File: config.mk
export PLATFORM = sky130hd
export DESIGN_NAME = swd_host
export DESIGN_NICKNAME = d
export VERILOG_FILES = /design/src/rtl/swd_pkg.sv /design/src/rtl/swd_bit_timer.sv /design/src/rtl/swd_rx_capture.sv /design/src/rtl/swd_tx_mux.sv /design/src/rtl/swd_host.sv
export SDC_FILE = /design/constraint.sdc
export NUM_CORES = 1
export LEC_CHECK = 0
export BUFFER_PORTS_ARGS = -buffer_cell sky130_fd_sc_hd__buf_2
export CORE_MARGIN = 1
export CORE_UTILIZATION = 30
export CTS_BUF_LIST = sky130_fd_sc_hd__clkbuf_2 sky130_fd_sc_hd__clkbuf_4 sky130_fd_sc_hd__clkbuf_8
export DETAILED_ROUTE_END_ITERATION = 8
export PLACE_DENSITY = 0.51
export SYNTH_ARGS = -nofsm -noshare
export SYNTH_HDL_FRONTEND = slang
export SYNTH_SLANG_ARGS = --single-unit
File: constraint.sdc
create_clock -name clk -period 8 [get_ports clk]
set_clock_uncertainty 0.15 [all_clocks]
set_input_delay 0.8 -clock clk [delete_from_list [all_inputs] [get_ports clk]]
set_output_delay 0.8 -clock clk [all_outputs]
set_load 0.01 [all_outputs]
File: src/rtl/swd_pkg.sv
package swd_pkg;

  typedef enum logic [2:0] {
    ST_OK     = 3'd0,
    ST_WAIT   = 3'd1,
    ST_FAULT  = 3'd2,
    ST_PROTO  = 3'd3,
    ST_PARITY = 3'd4
  } swd_status_e;

  typedef enum logic [3:0] {
    PH_IDLE,
    PH_CONN,
    PH_HDR,
    PH_ACK,
    PH_RDATA,
    PH_RTAIL,
    PH_WDATA,
    PH_TRAIL,
    PH_DONE
  } swd_phase_e;

  localparam int RST_RUN   = 64;
  localparam logic [15:0] SWITCH_PAT = 16'h79E7;
  localparam int SW_BITS   = 16;
  localparam int SEG_ZERO1 = RST_RUN;
  localparam int SEG_ONE2  = 2 * RST_RUN;
  localparam int SEG_SW    = 3 * RST_RUN;
  localparam int SEG_ONE3  = SEG_SW + SW_BITS;
  localparam int SEG_ZERO3 = SEG_ONE3 + RST_RUN;
  localparam int CONN_LEN  = SEG_ZERO3 + RST_RUN;
  localparam int HDR_LEN   = 8;
  localparam int ACK_RD    = 3;
  localparam int ACK_WR    = 5;
  localparam int RTAIL_LEN = 3;
  localparam int TRAIL_RD  = 16;
  localparam int TRAIL_WR  = 15;
  localparam int IW        = $clog2(CONN_LEN);

  // Request byte, sent from bit 7 down to bit 0.
  function automatic logic [7:0] make_request(input logic ap, input logic rnw,
                                              input logic [1:0] a);
    logic par;
    par = ap ^ rnw ^ a[0] ^ a[1];
    return {1'b1, ap, rnw, a[0], a[1], par, 1'b0, 1'b1};
  endfunction

  function automatic logic conn_bit(input logic [IW-1:0] i);
    int k;
    k = int'(i);
    if (k < SEG_ZERO1)      return 1'b1;
    else if (k < SEG_ONE2)  return 1'b0;
    else if (k < SEG_SW)    return 1'b1;
    else if (k < SEG_ONE3)  return SWITCH_PAT[SW_BITS-1-(k-SEG_SW)];
    else if (k < SEG_ZERO3) return 1'b1;
    else                    return 1'b0;
  endfunction

  // v[0] is the first bit to arrive.
  function automatic swd_status_e decode_ack(input logic [2:0] v);
    case (v)
      3'b001:  return ST_OK;
      3'b010:  return ST_WAIT;
      3'b100:  return ST_FAULT;
      default: return ST_PROTO;
    endcase
  endfunction

endpackage

File: src/rtl/swd_bit_timer.sv
module swd_bit_timer #(
  parameter int DIVW = 8
) (
  input  logic            clk,
  input  logic            rst_n,
  input  logic            run,
  input  logic [DIVW-1:0] half,
  output logic            swclk,
  output logic            bit_end
);
  logic [DIVW-1:0] cnt;
  logic            hi;
  logic [DIVW-1:0] eff;
  logic            wrap;

  assign eff     = (half == '0) ? DIVW'(1) : half;
  assign wrap    = (cnt == eff - DIVW'(1));
  assign bit_end = run && hi && wrap;
  assign swclk   = hi;

  always_ff @(posedge clk) begin
    if (!rst_n || !run) begin
      cnt <= '0;
      hi  <= 1'b0;
    end else if (wrap) begin
      cnt <= '0;
      hi  <= ~hi;
    end else begin
      cnt <= cnt + DIVW'(1);
    end
  end
endmodule

File: src/rtl/swd_rx_capture.sv
module swd_rx_capture #(
  parameter int DW = 32,
  parameter int IW = 9
) (
  input  logic          clk,
  input  logic          rst_n,
  input  logic          clr,
  input  logic          din,
  input  logic          take_ack,
  input  logic          take_data,
  input  logic          take_par,
  input  logic [IW-1:0] idx,
  output logic [2:0]    ack_q,
  output logic [DW-1:0] data_q,
  output logic          par_q
);
  localparam int DIW = $clog2(DW);

  always_ff @(posedge clk) begin
    if (!rst_n || clr) begin
      ack_q  <= '0;
      data_q <= '0;
      par_q  <= 1'b0;
    end else begin
      if (take_ack && idx < IW'(3)) ack_q[idx[1:0]] <= din;
      if (take_data)                data_q[idx[DIW-1:0]] <= din;
      if (take_par)                 par_q <= din;
    end
  end
endmodule

File: src/rtl/swd_tx_mux.sv
module swd_tx_mux
  import swd_pkg::*;
#(
  parameter int DW = 32
) (
  input  swd_phase_e    phase,
  input  logic [IW-1:0] idx,
  input  logic [7:0]    req,
  input  logic [DW-1:0] wdata,
  output logic          drive,
  output logic          bit_o
);
  localparam int DIW = $clog2(DW);

  always_comb begin
    drive = 1'b1;
    bit_o = 1'b0;
    case (phase)
      PH_CONN:  bit_o = conn_bit(idx);
      PH_HDR:   bit_o = req[3'd7 - idx[2:0]];
      PH_WDATA: bit_o = (idx < IW'(DW)) ? wdata[idx[DIW-1:0]] : ^wdata;
      PH_ACK, PH_RDATA, PH_RTAIL: drive = 1'b0;
      default:  bit_o = 1'b0;
    endcase
  end
endmodule

File: src/rtl/swd_host.sv
module swd_host
  import swd_pkg::*;
#(
  parameter int DIVW = 8,
  parameter int DW   = 32
) (
  input  logic            clk,
  input  logic            rst_n,
  input  logic [DIVW-1:0] clk_half,
  input  logic            cmd_valid,
  output logic            cmd_ready,
  input  logic            cmd_write,
  input  logic            cmd_ap,
  input  logic [1:0]      cmd_addr,
  input  logic [DW-1:0]   cmd_wdata,
  input  logic            cmd_skip_ack,
  output logic            busy,
  output logic            done,
  output logic [2:0]      status,
  output logic [DW-1:0]   rdata,
  output logic            swclk,
  output logic            swdio_out,
  output logic            swdio_oe,
  input  logic            swdio_in
);
  swd_phase_e    ph;
  swd_status_e   st;
  logic [IW-1:0] idx;
  logic [IW-1:0] seg_len;
  logic          is_wr, skip;
  logic [7:0]    req_q;
  logic [DW-1:0] wdata_q;
  logic          run, bit_end, seg_last, accept;
  logic [2:0]    ack_q, ackv;
  logic [DW-1:0] data_q;
  logic          par_q;
  swd_status_e   ack_st;

  assign accept = (ph == PH_IDLE) && cmd_valid;
  assign run    = (ph != PH_IDLE) && (ph != PH_DONE);

  swd_bit_timer #(.DIVW(DIVW)) u_timer (
    .clk(clk), .rst_n(rst_n), .run(run), .half(clk_half),
    .swclk(swclk), .bit_end(bit_end)
  );

  swd_rx_capture #(.DW(DW), .IW(IW)) u_rx (
    .clk(clk), .rst_n(rst_n), .clr(accept), .din(swdio_in),
    .take_ack(bit_end && ph == PH_ACK),
    .take_data(bit_end && ph == PH_RDATA),
    .take_par(bit_end && ph == PH_RTAIL && idx == '0),
    .idx(idx), .ack_q(ack_q), .data_q(data_q), .par_q(par_q)
  );

  swd_tx_mux #(.DW(DW)) u_tx (
    .phase(ph), .idx(idx), .req(req_q), .wdata(wdata_q),
    .drive(swdio_oe), .bit_o(swdio_out)
  );

  always_comb begin
    case (ph)
      PH_CONN:  seg_len = IW'(CONN_LEN);
      PH_HDR:   seg_len = IW'(HDR_LEN);
      PH_ACK:   seg_len = is_wr ? IW'(ACK_WR) : IW'(ACK_RD);
      PH_RDATA: seg_len = IW'(DW);
      PH_RTAIL: seg_len = IW'(RTAIL_LEN);
      PH_WDATA: seg_len = IW'(DW + 1);
      PH_TRAIL: seg_len = is_wr ? IW'(TRAIL_WR) : IW'(TRAIL_RD);
      default:  seg_len = IW'(1);
    endcase
  end

  assign seg_last = bit_end && (idx == seg_len - IW'(1));
  // A read decides on its third ack bit, which is still on the input.
  assign ackv   = is_wr ? ack_q : {swdio_in, ack_q[1:0]};
  assign ack_st = decode_ack(ackv);

  always_ff @(posedge clk) begin
    if (!rst_n) begin
      ph      <= PH_CONN;
      idx     <= '0;
      is_wr   <= 1'b0;
      skip    <= 1'b0;
      req_q   <= '0;
      wdata_q <= '0;
      st      <= ST_OK;
    end else begin
      case (ph)
        PH_IDLE: begin
          if (accept) begin
            ph      <= PH_HDR;
            idx     <= '0;
            is_wr   <= cmd_write;
            skip    <= cmd_skip_ack & cmd_write;
            req_q   <= make_request(cmd_ap, ~cmd_write, cmd_addr);
            wdata_q <= cmd_wdata;
          end
        end
        PH_DONE: ph <= PH_IDLE;
        default: begin
          if (seg_last) begin
            idx <= '0;
            case (ph)
              PH_CONN: ph <= PH_IDLE;
              PH_HDR:  ph <= PH_ACK;
              PH_ACK: begin
                if (skip)                ph <= PH_WDATA;
                else if (ack_st != ST_OK) begin
                  st <= ack_st;
                  ph <= PH_DONE;
                end
                else if (is_wr)          ph <= PH_WDATA;
                else                     ph <= PH_RDATA;
              end
              PH_RDATA: ph <= PH_RTAIL;
              PH_RTAIL: begin
                if (par_q != ^data_q) begin
                  st <= ST_PARITY;
                  ph <= PH_DONE;
                end else begin
                  ph <= PH_TRAIL;
                end
              end
              PH_WDATA: ph <= PH_TRAIL;
              PH_TRAIL: begin
                st <= ST_OK;
                ph <= PH_DONE;
              end
              default: ph <= PH_IDLE;
            endcase
          end else if (bit_end) begin
            idx <= idx + IW'(1);
          end
        end
      endcase
    end
  end

  assign cmd_ready = (ph == PH_IDLE);
  assign busy      = (ph != PH_IDLE);
  assign done      = (ph == PH_DONE);
  assign status    = st;
  assign rdata     = data_q;
endmodule

==> impl_metrics.csv, run 1 <==
group,metric,value,unit
setup_path,crit_path_start_kind,"register",
global_route,grt_pass1_vias,4669,
floorplanning,dieWidth,141,um
synth,syn_inst,726,
synth,synth_edf_count,0,
synth,syn_avg_cell_area,7.94,um^2
clock_tree,cts_sinks,101,
floorplanning,core_area,18800,um^2
detailed_routing,ant_nets,0,
final_layout,areaGrowthSynthToFinish,13.6,%
final_layout,fillers,2013,
clock_tree,tritoncts,"built",
detailed_routing,first_pass_iters,4,
detailed_routing,drc_errors,0,
clock_tree,cts_hold_buf,0,
sta,hold_violations,0,
synth,ys_ff_latch,101,
synth,synth_flop_cell,"dfxtp_1",
setup_path,criticalPathCategory,"register to primary output",
detailed_routing,wl_per_cell,14.1,um
synth,synth_top_area_share,35.1,%
final_layout,regArea,2020,um^2
setup_path,worst-path-max-fanout,16,
detailed_routing,drt-initial-drc-count,334,
clock_tree,numCtsBuffers,9,
clock_tree,post_cts_buffers,0,
power,ir_worst_vdd,0.0768,mV
sta,relSlewSlack,43.5,%
final_layout,multiInputGateArea,3520,um^2
sta,period_share,51.6,%
clock_tree,cts_resized,0,
clock_tree,clk_path_buf_depth,2,
placed_design,port_buffers,89,
sta,whs,311,ps
setup_path,r2r_cells,12,
floorplanning,die_area,19800,um^2
sta,final_max_slew_viol_count,0,
setup_path,required,7050,ps
power,p_leak,2.35,nW
final_layout,final_layout_size_suffix_gt1_share,17.2,%
global_route,track_usage,15.3,%
setup_path,slowest_delay,890,ps
floorplanning,start_util,30.7,%
clock_tree,path_clk_slew,110,ps
run,cap_violations,0,
floorplanning,pin_count,90,
final_layout,stdcell_count,1026,
global_route,grt_pass1_wl,24200,um
global_route,grt_max_degree,49,
global_route,antenna_found_initial,0,
synth,yosys-top-cells-area,"dfxtp_1 (35%), xnor2_1 (11%), nand2_1 (9.3%)",
detailed_routing,totalWireLength,14400,um
detailed_routing,wl_met3,438,um
detailed_routing,drt-vias-per-instance,4.84,
setup_path,endpoint_kind,"primary output",
setup_path,arrival,3170,ps
placed_design,gp_congestion,0.786,
power,powerDensity,133,nW/um^2
synth,synthesis.area,5760,um^2
setup_path,path_cells,"inv_1, ha_1, mux2_2, o21ai_0, o31ai_1, a221oi_1, a31oi_1, o31ai_1, buf_2",
synth,yosysUniqueCellTypes,56,
detailed_routing,met2WireLength,6450,um
global_route,gr-total-overflow,0,
outcome,status,"completed",
sta,clock.fmax,0.242,GHz
setup_path,cpMostUsedCell,"o31ai_1",
synth,yosys.area.top_type,"dfxtp_1",
worst_hold_path,timing.hold.worst_path_depth,2,
worst_hold_path,hold_class,"register to register",
setup_path,critPathSlowestCell,"dfxtp_1",
clock_tree,clk_latency,390,ps
detailed_routing,top_layer_used,"met4",
placed_design,place.detailed.hpwl,10200,um
final_layout,post-route-util,34.9,%
power,total_power,0.868,mW
synth,synth-seq-area-share,35.1,%
placed_design,dpl.cell_count,1010,
detailed_routing,drt-met1-wl,7390,um
sta,rsz0062_at_grt,"no",
synth,yosys_warnings,0,
final_layout,diodes,0,
clock_tree,h-tree-depth,3,
final_layout,finalNetCount,844,
sta,setup_viol,0,
floorplanning,die_h,141,um
synth,async_reset_ff_share,0,%
sta,finalSetupTns,0,ps
clock_tree,clockRootBuffer,"clkbuf_8",
sta,period_minus_slack,4120,ps
detailed_routing,vias,4967,
floorplanning,rows,50,
sta,tightestPinTransition,846,ps
synth,syn_nets,783,
==> power by group <==
part,total [mW],internal [mW],switching (mW),leakage (nW)
combinational,0.0451,0.0184,0.0267,1.44
sequential,0.506,0.504,0.00243,0.814
clock,0.316,0.122,0.194,0.0928
total,0.868,0.645,0.223,2.35
==> sequential cells by signal (all words and copies together), names as in the netlist, 3 cells and up <==
signal,cells
idx,9
ph,4
req_q,6
status,3
u_rx.ack_q,3
u_rx.data_q,32
u_timer.cnt,8
wdata_q,32
==> layout make-up <==
cell class	instances	share of cell area, %
flip-flops and latches	101	30.9
repair buffers	94	7.38
clock inverters	6	0.822
well taps	234	4.47
clock buffers	10	2.01
multi-input cells	570	53.8
inverters	11	0.631
==> path summary, 6_finish.rpt <==
check / startpoint / to / slack, ps
max: idx[1]$_SDFFE_PN0P_ / swdio_out / 3880
min: req_q[2]$_SDFFE_PN0P_ / req_q[2]$_SDFFE_PN0P_ / 310
max reg2reg: ph[0]$_SDFFE_PN1P_ / idx[4]$_SDFFE_PN0P_ / 4340
min reg2reg: req_q[2]$_SDFFE_PN0P_ / req_q[2]$_SDFFE_PN0P_ / 310
==> critical path, delay by kind of cell (launching register included) <==
kind | cells | cell delay, ps
AO/OA/AOI/OAI | 5 | 910
flip-flops | 1 | 890
buffers and inverters | 2 | 410
adder cells (fa/ha/maj) | 1 | 310
multiplexers | 1 | 280
==> layout by cell type (no fill, tap or decap), types with 4 or more instances in the layout <==
cell type and n:
clkbuf_8 9, o21ai_0 46, nor3_1 10, a21o_1 4, inv_1 11, xnor2_1 75, xor2_1 14, buf_2 89
dfxtp_1 101, nand2b_1 5, or3_1 4, buf_4 5, nand2_1 143, mux4_2 11, and3_1 5, a21oi_1 83
nor2_1 72, mux2_2 4, nor2b_1 6, nand3_1 10, nand4_1 6, ha_1 8, mux2i_1 8
==> per-layer routing <==
layer  vias up  GRT usage, %
met5         -             0
met4         0          4.29
met3        10          2.51
met2        88          24.3
met1      2291          21.5
li1       2578             -
==> logic make-up (layout without fill, tap and decap cells) <==
family          after synthesis  count (layout)  synth area share, %
compound gates              163             163                 15.9
mux                          23              23                 6.47
buf+inv                      55             121                 3.76
xor+xnor                     91              91                 14.3
flops                       101             101                 35.1
simple gates                285             285                 22.7
fa+ha+maj                     8               8                 1.74
==> synthesized netlist by cell type (5+ instances only) <==
library cell  count
buf_1             5
xnor2_1          75
ha_1              8
mux4_2           11
nor2b_1           6
nand4_1           6
nand2b_1          5
nand3_1          10
nand2_1         143
mux2i_1           8
xor2_1           14
clkbuf_1         36
o21ai_0          46
nor3_1           10
nor2_1           72
and3_1            5
dfxtp_1         101
a21oi_1          83
inv_1            11
==> stage by stage <==
step | worst slack (ps) | instance area (um^2)
4_1_cts | 3820 | 6550
6_report | 3880 | 6550
3_5_place_dp | 4250 | 6360
5_1_grt | 3670 | 6550
2_1_floorplan | 4520 | 5760
3_3_place_gp | 4240 | 6360
(Power assumes the default switching activity.)
==> inputs of run 2 (changes only) <==
PLACE_DENSITY = 0.52   (was 0.51)
clock period = 3.62 ns   (was 8 ns; I/O delays follow)
==> impl_metrics.csv, run 2 (synthesis gave the netlist of run 1 again) <==
group,metric,value,unit
outcome,status,"completed",
setup_path,r2r-end,"idx[4]$_SDFFE_PN0P_",
setup_path,worst-path-max-fanout,6,
global_route,grt_pass1_vias,4697,
floorplanning,dieWidth,141,um
detailed_routing,first_pass_iters,4,
power,ir_worst_vdd,0.137,mV
floorplanning,pin_count,90,
detailed_routing,vias,5044,
sta,final_max_slew_viol_count,0,
sta,period_minus_slack,3330,ps
placed_design,port_buffers,89,
setup_path,critPathSlowestCell,"dfxtp_1",
global_route,gr-total-overflow,0,
final_layout,final_layout_size_suffix_gt1_share,19.1,%
setup_path,path_cells,"inv_1, ha_1, mux2_2, o21ai_0, o31ai_1, a221oi_1, a31oi_1, o31ai_1, buf_2",
final_layout,diodes,0,
floorplanning,die_area,19800,um^2
sta,rsz0062_at_grt,"no",
setup_path,endpoint_kind,"primary output",
setup_path,criticalPathCategory,"register to primary output",
final_layout,layout_commonest_cell,"nand2_1",
sta,setup_viol,0,
final_layout,post-route-util,35.6,%
setup_path,regToRegStartpoint,"ph[1]$_SDFFE_PN0P_",
setup_path,worst-r2r-setup-slack,300,ps
setup_path,required,3110,ps
clock_tree,clk_path_buf_depth,2,
worst_hold_path,hold_class,"input pin to register",
clock_tree,cts_resized,0,
power,powerDensity,296,nW/um^2
detailed_routing,drt-vias-per-instance,4.85,
setup_path,crit_path_start_kind,"register",
final_layout,areaGrowthSynthToFinish,15.9,%
clock_tree,clk_latency,390,ps
worst_hold_path,timing.hold.worst_path_depth,3,
detailed_routing,drt-initial-drc-count,360,
global_route,antenna_found_initial,0,
detailed_routing,wl_per_cell,13.8,um
worst_hold_path,hold_end,"wdata_q[17]$_SDFFE_PN0P_",
clock_tree,clockRootBuffer,"clkbuf_8",
clock_tree,post_cts_buffers,0,
power,p_leak,2.43,nW
global_route,grt_pass1_wl,24000,um
setup_path,r2r_cells,12,
sta,finalSetupTns,0,ps
setup_path,arrival,2820,ps
final_layout,fillers,2043,
placed_design,dpl.cell_count,1024,
power,total_power,1.98,mW
detailed_routing,totalWireLength,14400,um
floorplanning,core_area,18800,um^2
clock_tree,cts_hold_buf,0,
final_layout,finalNetCount,858,
clock_tree,cts_sinks,101,
placed_design,placed_cell_area,6470,um^2
setup_path,slowest_delay,530,ps
sta,hold_violations,0,
placed_design,place.detailed.hpwl,10300,um
clock_tree,h-tree-depth,3,
detailed_routing,drc_errors,0,
setup_path,cpMostUsedCell,"o31ai_1",
global_route,track_usage,15.2,%
floorplanning,start_util,30.7,%
sta,tightestPinTransition,788,ps
global_route,grt_max_degree,49,
placed_design,gp_congestion,0.786,
sta,relSlewSlack,47.1,%
final_layout,design_area,6680,um^2
floorplanning,die_h,141,um
final_layout,layout_common_cells,"nand2_1 (143), dfxtp_1 (98), buf_2 (89)",
clock_tree,tritoncts,"built",
run,cap_violations,0,
final_layout,stdcell_count,1040,
floorplanning,rows,50,
final_layout,top_regs,"u_rx.data_q (32), wdata_q (32), idx (9)",
detailed_routing,ant_nets,0,
clock_tree,path_clk_slew,100,ps
worst_hold_path,min-delay-start,"cmd_wdata[17]",
sta,clock.fmax,0.300,GHz
sta,period_share,92.1,%
clock_tree,numCtsBuffers,9,
-- run 2: cell type report --
| class | count | area [um^2] | share of cell area [%] |
|---|---|---|---|
| multi-input cells | 570 | 3530 | 52.8 |
| inverters | 11 | 41.3 | 0.618 |
| clock buffers | 9 | 124 | 1.85 |
| well taps | 234 | 293 | 4.38 |
| clock inverters | 7 | 80.1 | 1.20 |
| repair buffers | 108 | 588 | 8.80 |
| flip-flops and latches | 101 | 2030 | 30.3 |
-- run 2: critical path: cells and delay by family, from the launching register on --
family / cells / cell delay [ps]
DFF: 1 / 530
adders and majority gates: 1 / 310
AOI/OAI and AO/OA: 5 / 910
muxes: 1 / 280
buffers and inverters: 2 / 400
-- run 2: per-layer routing --
layer / vias to the layer above / track usage, % / wire [um]
met2: 91 / 24.4 / 6520
met1: 2329 / 20.8 / 7180
li1: 2614 / - / -
met4: 0 / 4.98 / 177
met5: - / 0 / 0
met3: 10 / 2.62 / 524
-- run 2: worst max-delay path by stage --
stage	startpoint	end	slack, ps	cells past startpoint
floorplan	ph[1]$_SDFFE_PN0P_	idx[2]$_SDFFE_PN0P_	380	14
global placement	ph[1]$_SDFFE_PN0P_	idx[4]$_SDFFE_PN0P_	180	12
detailed placement	ph[1]$_SDFFE_PN0P_	idx[4]$_SDFFE_PN0P_	110	12
CTS	ph[1]$_SDFFE_PN0P_	idx[4]$_SDFFE_PN0P_	80	12
global route	idx[1]$_SDFFE_PN0P_	swdio_out	80	9
finish	idx[1]$_SDFFE_PN0P_	swdio_out	290	9
-- run 2: where the power goes --
part | leakage (nW) | internal (mW) | total, mW | switching [mW]
combinational | 1.51 | 0.0414 | 0.100 | 0.0590
clock | 0.102 | 0.329 | 0.762 | 0.433
sequential | 0.814 | 1.11 | 1.12 | 0.00485
-- run 2: stage by stage --
stage | hold slack, ps | worst slack, ps
4_1_cts | 23.6 | 76.7
5_1_grt | 32.2 | 81.8
6_report | 49.1 | 287
3_3_place_gp | 290 | 184
2_1_floorplan | 281 | 377
3_5_place_dp | 298 | 112
